<file path="config.mk">
export PLATFORM = sky130hd
export DESIGN_NAME = async_serial_core
export DESIGN_NICKNAME = d
export VERILOG_FILES = /design/src/rtl/async_serial_pkg.sv /design/src/rtl/async_serial_tx.sv /design/src/rtl/async_serial_rx.sv /design/src/rtl/async_serial_core.sv
export SDC_FILE = /design/constraint.sdc
export NUM_CORES = 1
export LEC_CHECK = 0
export ABC_AREA = 1
export BUFFER_PORTS_ARGS = -buffer_cell sky130_fd_sc_hd__buf_2
export CORE_UTILIZATION = 35
export CTS_BUF_LIST = sky130_fd_sc_hd__clkbuf_8 sky130_fd_sc_hd__clkbuf_16
export DETAILED_ROUTE_END_ITERATION = 10
export MAX_ROUTING_LAYER = met4
export SLEW_MARGIN = 40
export SYNTH_ARGS = -nofsm -noshare
export SYNTH_HDL_FRONTEND = slang
export SYNTH_SLANG_ARGS = --single-unit
</file>
<file path="constraint.sdc">
create_clock -name clk -period 6.1 [get_ports clk]
set_input_delay 0.305 -clock clk [delete_from_list [all_inputs] [get_ports clk]]
set_output_delay 0.305 -clock clk [all_outputs]
set_load 0.01 [all_outputs]
</file>
<file path="src/rtl/async_serial_pkg.sv">
package async_serial_pkg;
  localparam int unsigned DMAX = 9;

  typedef enum logic [1:0] {PAR_NONE = 2'd0, PAR_EVEN = 2'd1, PAR_ODD = 2'd2, PAR_MARK = 2'd3} par_mode_e;
  typedef enum logic [1:0] {TM_NORMAL = 2'd0, TM_LOCAL = 2'd1, TM_REMOTE = 2'd2, TM_ECHO = 2'd3} test_mode_e;

  function automatic logic [4:0] bit_ticks(input logic os8);
    return os8 ? 5'd8 : 5'd16;
  endfunction

  function automatic logic [5:0] stop_ticks(input logic [1:0] stop, input logic os8);
    logic [5:0] n;
    n = {1'b0, bit_ticks(os8)};
    case (stop)
      2'd1:    return n + (n >> 1);
      2'd2:    return n << 1;
      default: return n;
    endcase
  endfunction

  function automatic logic [DMAX-1:0] len_mask(input logic [3:0] len);
    logic [DMAX:0] t;
    t = ((DMAX+1)'(1) << len) - (DMAX+1)'(1);
    return t[DMAX-1:0];
  endfunction

  // Reverse the low len bits when msb is set; identity otherwise.
  function automatic logic [DMAX-1:0] reorder(input logic [DMAX-1:0] v, input logic [3:0] len,
                                              input logic msb);
    logic [DMAX-1:0] r;
    r = '0;
    for (int i = 0; i < DMAX; i++)
      if (i < int'(len)) r[i] = msb ? v[int'(len)-1-i] : v[i];
    return r;
  endfunction

  function automatic logic par_value(input logic [DMAX-1:0] d, input logic [1:0] mode, input logic mark);
    case (mode)
      PAR_EVEN: return ^d;
      PAR_ODD:  return ~^d;
      PAR_MARK: return mark;
      default:  return 1'b0;
    endcase
  endfunction

  // Data plus parity slot count.
  function automatic logic [3:0] slot_bits(input logic [3:0] len, input logic [1:0] mode);
    return len + ((mode != PAR_NONE) ? 4'd1 : 4'd0);
  endfunction
endpackage

</file>
<file path="src/rtl/async_serial_tx.sv">
module async_serial_tx import async_serial_pkg::*; #(
  parameter int unsigned GW = 8
) (
  input  logic            clk,
  input  logic            rst_n,
  input  logic            tick,
  input  logic [3:0]      cfg_len,
  input  logic [1:0]      cfg_par,
  input  logic [1:0]      cfg_stop,
  input  logic            cfg_msb_first,
  input  logic            cfg_os8,
  input  logic [GW-1:0]   cfg_guard,
  input  logic [DMAX-1:0] tx_data,
  input  logic            tx_mark,
  input  logic            tx_valid,
  output logic            tx_ready,
  input  logic            tx_break,
  output logic            line
);
  localparam int unsigned CW = GW + 5;
  localparam int unsigned FW = DMAX + 2;

  typedef enum logic [1:0] {T_IDLE, T_SHIFT, T_STOP, T_GUARD} tx_st_e;
  tx_st_e st;
  logic [FW-1:0] sh, frame;
  logic [3:0] bit_idx;
  logic [CW-1:0] cnt, bit_end, stop_end, guard_end;
  logic [DMAX-1:0] body, dmask;
  logic pbit, tx_accept;

  assign dmask     = tx_data & len_mask(cfg_len);
  assign body      = reorder(dmask, cfg_len, cfg_msb_first);
  assign pbit      = par_value(dmask, cfg_par, tx_mark);
  assign bit_end   = CW'(bit_ticks(cfg_os8)) - CW'(1);
  assign stop_end  = CW'(stop_ticks(cfg_stop, cfg_os8)) - CW'(1);
  assign guard_end = CW'(cfg_guard) * CW'(bit_ticks(cfg_os8)) - CW'(1);
  assign tx_ready  = (st == T_IDLE) && !tx_break;
  assign tx_accept = tx_valid && tx_ready;
  assign line      = (st == T_SHIFT) ? sh[0] : !((st == T_IDLE) && tx_break);

  always_comb begin
    frame = '1;
    frame[0] = 1'b0;
    for (int i = 0; i < DMAX; i++)
      if (i < int'(cfg_len)) frame[i+1] = body[i];
    if (cfg_par != PAR_NONE) frame[int'(cfg_len)+1] = pbit;
  end

  always_ff @(posedge clk or negedge rst_n) begin
    if (!rst_n) begin
      st <= T_IDLE; sh <= '1; cnt <= '0; bit_idx <= '0;
    end else begin
      case (st)
        T_IDLE: if (tx_accept) begin
          sh <= frame; cnt <= '0; bit_idx <= '0; st <= T_SHIFT;
        end
        T_SHIFT: if (tick) begin
          if (cnt == bit_end) begin
            cnt <= '0;
            sh  <= {1'b1, sh[FW-1:1]};
            if (bit_idx == slot_bits(cfg_len, cfg_par)) st <= T_STOP;
            else bit_idx <= bit_idx + 4'd1;
          end else cnt <= cnt + CW'(1);
        end
        T_STOP: if (tick) begin
          if (cnt == stop_end) begin
            cnt <= '0;
            st  <= (cfg_guard == '0) ? T_IDLE : T_GUARD;
          end else cnt <= cnt + CW'(1);
        end
        default: if (tick) begin
          if (cnt == guard_end) begin cnt <= '0; st <= T_IDLE; end
          else cnt <= cnt + CW'(1);
        end
      endcase
    end
  end

  // a character in flight keeps the handshake closed
  a_r5_busy_after_accept: assert property (@(posedge clk) disable iff (!rst_n)
    tx_accept |=> !tx_ready);
endmodule

</file>
<file path="src/rtl/async_serial_rx.sv">
module async_serial_rx import async_serial_pkg::*; #(
  parameter int unsigned GW = 8
) (
  input  logic            clk,
  input  logic            rst_n,
  input  logic            tick,
  input  logic            line,
  input  logic [3:0]      cfg_len,
  input  logic [1:0]      cfg_par,
  input  logic            cfg_msb_first,
  input  logic            cfg_os8,
  input  logic [GW-1:0]   cfg_timeout,
  input  logic            rd,
  output logic [DMAX-1:0] rx_data,
  output logic            rx_valid,
  output logic            rx_par_err,
  output logic            rx_frm_err,
  output logic            rx_ovr,
  output logic            rx_brk,
  output logic            rx_mark,
  output logic            rx_timeout
);
  localparam int unsigned CW = GW + 5;

  typedef enum logic [2:0] {R_IDLE, R_START, R_BITS, R_STOP, R_HOLD} rx_st_e;
  rx_st_e st;
  logic [1:0] sync;
  logic line_s, armed, rx_done, mid_false, brk_ev, perr;
  logic [3:0] idx, nb;
  logic [CW-1:0] cnt, to_cnt, bit_end, half_end, to_end;
  logic [DMAX:0] rsh, raw;
  logic [DMAX-1:0] data_rx, dmask;

  assign line_s    = sync[1];
  assign nb        = slot_bits(cfg_len, cfg_par);
  assign bit_end   = CW'(bit_ticks(cfg_os8)) - CW'(1);
  assign half_end  = CW'(bit_ticks(cfg_os8) >> 1) - CW'(1);
  assign to_end    = CW'(cfg_timeout) * CW'(bit_ticks(cfg_os8)) - CW'(1);
  assign raw       = rsh >> (4'(DMAX + 1) - nb);
  assign dmask     = raw[DMAX-1:0] & len_mask(cfg_len);
  assign data_rx   = reorder(dmask, cfg_len, cfg_msb_first);
  assign perr      = ((cfg_par == PAR_EVEN) || (cfg_par == PAR_ODD)) &&
                     (raw[cfg_len] != par_value(dmask, cfg_par, 1'b0));
  assign rx_done   = (st == R_STOP) && tick && (cnt == bit_end);
  assign brk_ev    = !line_s && (raw == '0);
  assign mid_false = (st == R_START) && tick && (cnt == half_end) && line_s;

  always_ff @(posedge clk or negedge rst_n) begin
    if (!rst_n) begin
      sync <= 2'b11; st <= R_IDLE; cnt <= '0; idx <= '0; rsh <= '0;
      rx_data <= '0; rx_valid <= 1'b0; rx_par_err <= 1'b0; rx_frm_err <= 1'b0;
      rx_ovr <= 1'b0; rx_brk <= 1'b0; rx_mark <= 1'b0;
      armed <= 1'b0; to_cnt <= '0; rx_timeout <= 1'b0;
    end else begin
      sync <= {sync[0], line};
      if (rd && rx_valid) begin rx_valid <= 1'b0; rx_ovr <= 1'b0; end
      case (st)
        R_IDLE: if (tick) begin
          if (!line_s) begin
            st <= R_START; cnt <= '0; rsh <= '0; rx_timeout <= 1'b0; armed <= 1'b0;
          end else if (armed) begin
            if (to_cnt == to_end) begin rx_timeout <= 1'b1; armed <= 1'b0; end
            else to_cnt <= to_cnt + CW'(1);
          end
        end
        R_START: if (tick) begin
          if (cnt == half_end) begin
            cnt <= '0; idx <= '0;
            st  <= line_s ? R_IDLE : R_BITS;
          end else cnt <= cnt + CW'(1);
        end
        R_BITS: if (tick) begin
          if (cnt == bit_end) begin
            cnt <= '0;
            rsh <= {line_s, rsh[DMAX:1]};
            if (idx == nb - 4'd1) st <= R_STOP;
            else idx <= idx + 4'd1;
          end else cnt <= cnt + CW'(1);
        end
        R_STOP: if (tick) begin
          if (rx_done) begin
            cnt        <= '0;
            rx_valid   <= 1'b1;
            rx_data    <= data_rx;
            rx_par_err <= perr;
            rx_frm_err <= !line_s;
            rx_brk     <= brk_ev;
            rx_mark    <= (cfg_par == PAR_MARK) && raw[cfg_len];
            rx_ovr     <= rx_valid && !rd;
            armed      <= (cfg_timeout != '0);
            to_cnt     <= '0;
            st         <= line_s ? R_IDLE : R_HOLD;
          end else cnt <= cnt + CW'(1);
        end
        default: if (line_s) st <= R_IDLE;
      endcase
    end
  end

  // overrun only rises over a held character
  a_r8_overrun_needs_held: assert property (@(posedge clk) disable iff (!rst_n)
    $rose(rx_ovr) |-> $past(rx_valid));
  // no bit beyond the programmed length survives
  a_r2_upper_bits_clear: assert property (@(posedge clk) disable iff (!rst_n)
    rx_done |=> ((rx_data & ~len_mask($past(cfg_len))) == '0));
  // an all-low frame is reported as a break with zero data
  a_r9_break_reported: assert property (@(posedge clk) disable iff (!rst_n)
    (rx_done && brk_ev) |=> (rx_brk && rx_frm_err && rx_data == '0));
  // a start that vanished at mid-bit goes back to idle
  a_r14_false_start_drop: assert property (@(posedge clk) disable iff (!rst_n)
    mid_false |=> (st == R_IDLE));
  // time-out only rises while idle
  a_r10_timeout_from_idle: assert property (@(posedge clk) disable iff (!rst_n)
    $rose(rx_timeout) |-> $past(st == R_IDLE));
endmodule

</file>
<file path="src/rtl/async_serial_core.sv">
module async_serial_core import async_serial_pkg::*; #(
  parameter int unsigned GW = 8
) (
  input  logic            clk,
  input  logic            rst_n,
  input  logic            baud_tick,
  input  logic [3:0]      cfg_len,
  input  logic [1:0]      cfg_par,
  input  logic [1:0]      cfg_stop,
  input  logic            cfg_msb_first,
  input  logic            cfg_os8,
  input  logic [GW-1:0]   cfg_guard,
  input  logic [GW-1:0]   cfg_timeout,
  input  logic [1:0]      cfg_test,
  input  logic [DMAX-1:0] tx_data,
  input  logic            tx_mark,
  input  logic            tx_valid,
  output logic            tx_ready,
  input  logic            tx_break,
  output logic [DMAX-1:0] rx_data,
  output logic            rx_valid,
  input  logic            rx_read,
  output logic            rx_par_err,
  output logic            rx_frm_err,
  output logic            rx_overrun,
  output logic            rx_break,
  output logic            rx_mark,
  output logic            rx_timeout,
  input  logic            rxd,
  output logic            txd
);
  logic tx_line, rx_in;

  always_comb begin
    case (cfg_test)
      TM_LOCAL:  begin rx_in = tx_line; txd = 1'b1;    end
      TM_REMOTE: begin rx_in = 1'b1;    txd = rxd;     end
      TM_ECHO:   begin rx_in = rxd;     txd = rxd;     end
      default:   begin rx_in = rxd;     txd = tx_line; end
    endcase
  end

  async_serial_tx #(.GW(GW)) u_tx (
    .clk(clk), .rst_n(rst_n), .tick(baud_tick),
    .cfg_len(cfg_len), .cfg_par(cfg_par), .cfg_stop(cfg_stop),
    .cfg_msb_first(cfg_msb_first), .cfg_os8(cfg_os8), .cfg_guard(cfg_guard),
    .tx_data(tx_data), .tx_mark(tx_mark), .tx_valid(tx_valid),
    .tx_ready(tx_ready), .tx_break(tx_break), .line(tx_line)
  );

  async_serial_rx #(.GW(GW)) u_rx (
    .clk(clk), .rst_n(rst_n), .tick(baud_tick), .line(rx_in),
    .cfg_len(cfg_len), .cfg_par(cfg_par), .cfg_msb_first(cfg_msb_first),
    .cfg_os8(cfg_os8), .cfg_timeout(cfg_timeout), .rd(rx_read),
    .rx_data(rx_data), .rx_valid(rx_valid), .rx_par_err(rx_par_err),
    .rx_frm_err(rx_frm_err), .rx_ovr(rx_overrun), .rx_brk(rx_break),
    .rx_mark(rx_mark), .rx_timeout(rx_timeout)
  );
endmodule

</file>
**Yosys cells after proc, flatten, opt, wreduce, memory -nomap -nowiden**

Cells that the tools add are included.

- Reduce and logical (&&, ||, !) cells: 47
- $lt $le $gt $ge: 21
- Shift operators: 2
- $add $sub $neg: 25
- Multiply operators: 2
- Multiplexer cells: 189
- Bitwise logic cells: 2
- Eq/ne operators: 44

Operator list:

| cell | number |
|---|---|
| $lt 32x6->1 const B | 10 |
| $mux 13 | 21 |
| $sub 32x4->32 const B | 4 |
| $mux 1 | 93 |
| $eq 13x13->1 | 6 |
| $bmux 1 s4 | 19 |
| $sub 32x3->32 const B | 2 |
| $pmux 13 s4 | 1 |
| $mux 11 | 4 |
| $mux 10 | 4 |
| $add 13x1->13 const B | 3 |
| $pmux 13 s3 | 1 |
| $mux 4 | 9 |
| $mux 3 | 11 |
| $ge 32x1->1 const B | 1 |
| $sub 32x2->32 const B | 1 |
| $sub 32x5->32 const B | 1 |
| $ne 2x2->1 const B | 15 |
| $mul 8x5->13 | 2 |
| $pmux 13 s2 | 1 |
| $sub 13x1->13 const B | 2 |
| $pmux 11 s2 | 1 |
| $mux 2 | 10 |
| $pmux 10 s2 | 1 |
| other kinds (55) | 109 |

- Word-level logic and storage cells: 351
- Flip-flop bits (word level): 92
- Output and inout bits: 18
- Bits of input ports: 45

**Depth between registers and ports, before layout**

- Word-level depth: 12
- Gate-level depth with buffers: 25
- Gate-level depth less buffers: 25

**Cells and area by module**

Synthesis repeated with hierarchy kept, for this count alone.

- Cells, all modules: 1,602
- Area, all modules: 10,467.5 um2

By module, submodules not included:

| module | instances | seq. area each (um2) | area an instance (um2) | cells an instance |
|---|---|---|---|---|
| async_serial_rx | 1 | 1,554.0 | 5,967.0 | 914 |
| async_serial_tx | 1 | 764.5 | 4,398.0 | 671 |
| async_serial_core | 1 | 0.0 | 102.6 | 17 |

**Worst setup path before layout**

No wires, ideal clock.

- Path type: input port to flip-flop
- Start: input cfg_os8
- End: register u_rx.to_cnt[2]
- Required time: 5.973 ns
- Stages: 21
- Setup slack: 2.420 ns
- Path buffers: 4
- Arrival time: 3.553 ns
- Path through: clkbuf_2 > buf_4 > clkbuf_1 > nand2_1 > o21ai_0 > inv_1 > ha_1 > ha_1 > ha_1 > fa_1 > nand3_1 > nand2_1 > nand2_1 > nand2_1 > a21oi_1 > xnor2_1 > nand3b_1 > nand2_1 > a21boi_2 > buf_2 > o21ai_0

- Cells in the longest elaborated chain, start to end: 6
- Elaborated cells between the ends (all ways): 10
- Those cells by class: add/sub (2); mul (1); eq/ne (4); mux (1); reduce/logical (2)

RTL lines:

| what | line | source |
|---|---|---|
| start: declaration | async_serial_core.sv:11 | `input logic cfg_os8,` |
| $mux 5 (*) | async_serial_pkg.sv:8 | `return os8 ? 5'd8 : 5'd16;` |
| $mul 8x5->13 or $sub 5x1->6 (tied branches) | async_serial_rx.sv:38, async_serial_rx.sv:36 |  |
| $sub 13x1->13 or $eq 13x13->1 (tied branches) | async_serial_rx.sv:38, async_serial_rx.sv:44 |  |
| $eq 13x13->1 or $logic_and 1x1->1 (tied branches) | async_serial_rx.sv:62, async_serial_rx.sv:44 |  |
| $ne 2x2->1 (no line) or $ne 2x1->1 (tied branches) | n/a |  |
| $reduce_and 7->1 (no line) (*) | n/a |  |
| end signal: assignment | async_serial_rx.sv:63 | `else to_cnt <= to_cnt + CW'(1);` |
| end: declaration | async_serial_rx.sv:30 | `logic [CW-1:0] cnt, to_cnt, bit_end, half_end, to_end;` |

Mark *: on every way between the ends. The rest lies on a longest branch, timed or not.
A chain may end at the register's enable or synchronous reset.

**Final worst setup path**

- Start: input cfg_os8
- End: register u_tx.cnt[7]

- Cells in the longest elaborated chain, start to end: 8
- Elaborated cells between the ends (all ways): 17
- Those cells by class: add/sub (4); mul (1); eq/ne (3); mux (9)

RTL lines:

| what | line | source |
|---|---|---|
| $mux 5 (*) | async_serial_pkg.sv:8 |  |
| branches (longest 6 deep; another with $mul 8x5->13) | n/a |  |
| $pmux 13 s3 (*) | async_serial_tx.sv:53 | `case (st)` |
| end signal: assignment | async_serial_tx.sv:63 | `end else cnt <= cnt + CW'(1);` |
| end signal: assignment | async_serial_tx.sv:69 | `end else cnt <= cnt + CW'(1);` |
| end signal: assignment | async_serial_tx.sv:73 | `else cnt <= cnt + CW'(1);` |
| end: declaration | async_serial_tx.sv:27 | `logic [CW-1:0] cnt, bit_end, stop_end, guard_end;` |

Mark *: on every way between the ends. The select of a mux whose other input is x is not followed.

==> metrics.cfg <==
[synthesis]
synth_edf_count = 0
synth_area_mm2 = 0.00957
syn_inst = 1460
netlist-cell-type-count = 57
synthArstFlopShare = 1.00
synth-seq-area-share = 0.242
syn_nets = 1586
ys_ff_latch = 92
synth_area_per_cell_um2 = 6.56
yosys_warnings = 0
ys.flop_type = dfrtp_1

[setup_path]
cp-start-kind = input pin
path_buf_inv = 5
cp-end-kind = flip-flop
crit_type = input pin to flip-flop
crit_family = adder cells
cpPeakStageDelay_ns = 0.43
worstSetupPathDepth = 20
crit_chain = buf_2, inv_2, or2_2, o21ai_0, inv_1, ha_1, ha_1, ha_1, inv_1, fa_1, nand2_1, o21ai_0, nor3_1, nand4_1, a21oi_1, nand4_1, a21oi_1, nand2_1, o211ai_1, inv_1
cp_max_fo = 34
required_ns = 6.34
arrival_ns = 4.22
slowest_stage = fa_1
r2r_cells = 12

[detailed_routing]
routedWlPerCell_um = 14.5
finalWirelength_um = 26800
drt_pass1_iterations = 10
vias = 9638
vias_per_cell = 5.20
drtIter0Drc = 680
ant_nets = 0
drcViolationCount = 2

[power_and_ir_drop]
max-vdd-ir-drop_mv = 0.118
combPwrFrac = 0.477
power.sequential.fraction = 0.310
switching_power_w = 0.00129
switching_share = 0.460
internal_power_w = 0.00151
design_power_total_w = 0.00280
p_per_area_mw_per_mm2 = 266
p_leak_nw = 5.41
clockPowerShare = 0.213

[placed_design]
portBuffers = 62
place_hpwl_um = 21000
place.gp.congestion = 0.975

[floorplan]
io_pins = 63
die_area_mm2 = 0.0280
initial_core_util = 0.356
num_rows = 60
fp.coreArea_mm2 = 0.0269
die_w_um = 167
dieHeight_um = 167

[grt]
grt_pass1_vias = 8948
grt_first_pass_wirelength_um = 44500
grt_usage = 0.202
antenna_found_initial = 0
overflow = 0
grt_start_max_net_pins = 53

[cells_and_area]
drive_above_1_share = 0.114
mostFrequentLayoutCell = nand2_1
num_antenna_cells = 0
area_delta_synth_final_pct = 9.90
fill_cells = 2917
final_cell_mix = nand2_1 (383), inv_1 (178), nand3_1 (150), nor2_1 (131), o21ai_0 (84)
final_nets = 1633

[clocking]
clkTransAtPathRegs_ns = 0.08
cts_htree_levels = 3
cts-root-buf = clkbuf_16
clkSinkCount = 92
ctsLongestPathBuffers = 2
clkLatencyLatePin_ns = 0.36
cts_tree = yes
post_cts_buffers = 0
cts_made_buffers = 9
cts_resized = 0

[timing]
setup_violations = 0
worstMarginPinSlew_ns = 0.688
rsz0062_at_grt = no
slew_viol_final = 0
hold_viol = 0
fin_crit_sh = 0.652
max_slew_margin = 0.541
period_needed_ns = 3.98
skew_ns = 0.0121
setup_tns_ns = 0
timing.fmax_ghz = 0.251

[outcome]
status = complete, but fails checks
violations = design-rule violations

[flow_run]
cap_violations = 0

[worst_hold_path]
hold_class = input pin to flip-flop
hold_depth = 3

==> state kept, by name, indices dropped and copies added, names as in the netlist, 2 cells and up <==
name / cells
u_rx.idx: 4
u_tx.cnt: 13
u_tx.sh: 11
u_tx.st: 2
u_rx.rsh: 10
u_rx.cnt: 13
u_rx.st: 3
u_rx.rx_data: 9
u_tx.bit_idx: 4
u_rx.sync: 2
u_rx.to_cnt: 13
==> cells in the mapped netlist, types with 11 or more instances <==
library cell,n,area share
nand2_1,383,0.15
nand4_1,25,0.016
clkbuf_1,16,0.0063
xor2_1,31,0.028
ha_1,79,0.10
dfrtp_1,79,0.21
dfstp_2,13,0.036
nor2_1,131,0.051
a211oi_1,13,0.010
nand2_2,15,0.0098
nor3_1,18,0.0094
nand3_1,150,0.078
xnor2_1,22,0.020
o22ai_1,11,0.0072
a21oi_1,57,0.030
or2_2,11,0.0072
o21ai_0,84,0.044
inv_1,178,0.070
==> routing by layer <==
layer / vias to the layer above / wire length (um) / GRT usage
met1: 4423 / 13100 / 0.276
li1: 4899 / - / -
met4: 0 / 415 / 0.0523
met5: - / 0 / -
met2: 285 / 11800 / 0.315
met3: 31 / 1500 / 0.0232
==> cells by family after synthesis <==
group,synth area share
flip-flops,0.242
AO/OA/AOI/OAI,0.134
AND/OR/NAND/NOR,0.367
XOR/XNOR,0.0485
adder cells (fa/ha/maj),0.107
buffers and inverters,0.0923
multiplexers,0.00837
==> power groups by stage <==
stage	clock network (W)	registers, W	logic, W
global route	0.000638	0.000884	0.00152
finish	0.000596	0.000866	0.00133
detailed placement	0	0.000877	0.00132
global placement	0	0.000874	0.00131
CTS	0.000617	0.000866	0.00133
floorplan	0	0.000849	0.00102
==> metrics by stage <==
| step | hold slack (ns) | utilization | area [um2] | setup WS (ns) | instances |
|---|---|---|---|---|---|
| after floorplan | 0.00941 | - | 9570 | 2.42 | 1460 |
| after global placement | 0.333 | 0.379 | 10200 | 1.73 | 1836 |
| after detailed placement | 0.330 | 0.379 | 10200 | 1.59 | 1836 |
| after CTS | 0.188 | 0.391 | 10500 | 1.97 | 1853 |
| after global routing | 0.198 | 0.391 | 10500 | 1.67 | 1853 |
| final | 0.206 | 0.391 | 10500 | 2.12 | 1853 |
==> repair_timing <==
action / CTS / global route
endpoints found under the setup margin: 0 / 0
hold buffers: 1 / 0
endpoints found under the hold margin: 38 / 0
==> path summary, 6_finish.rpt <==
path,start,end,slack [ns]
min,rxd,u_rx.sync[0],0.21
max in group asynchronous,rst_n,u_rx.rsh[5],4.52
min in group asynchronous,rst_n,u_tx.cnt[9],0.48
min reg2reg,u_rx.sync[0],u_rx.sync[1],0.37
max,cfg_os8,u_tx.cnt[7],2.12
max reg2reg,u_tx.cnt[0],u_tx.bit_idx[3],3.09
==> final cells by class <==
cell class / count / area (um2) / area share
Clock buffer: 9 / 225 / 0.0214
Clock inverter: 7 / 86.3 / 0.00821
Inverter: 193 / 724 / 0.0689
Multi-Input combinational cell: 1143 / 6380 / 0.606
Sequential cell: 92 / 2320 / 0.220
Tap cell: 341 / 427 / 0.0406
Timing Repair Buffer: 68 / 360 / 0.0343
==> worst reg2reg max path, stage by stage (launching register included) <==
cell and delay [ns]:
dfrtp_1 0.39, ha_1 0.21, nand2_1 0.10, nor4_1 0.29, nand2_1 0.08, nor3_1 0.23
or2_2 0.17, nand2_1 0.25, inv_1 0.45, o21ai_0 0.33, nor2_1 0.22, a21oi_1 0.09
o21a_1 0.10
No activity file was read; power rests on OpenSTA's default activity.
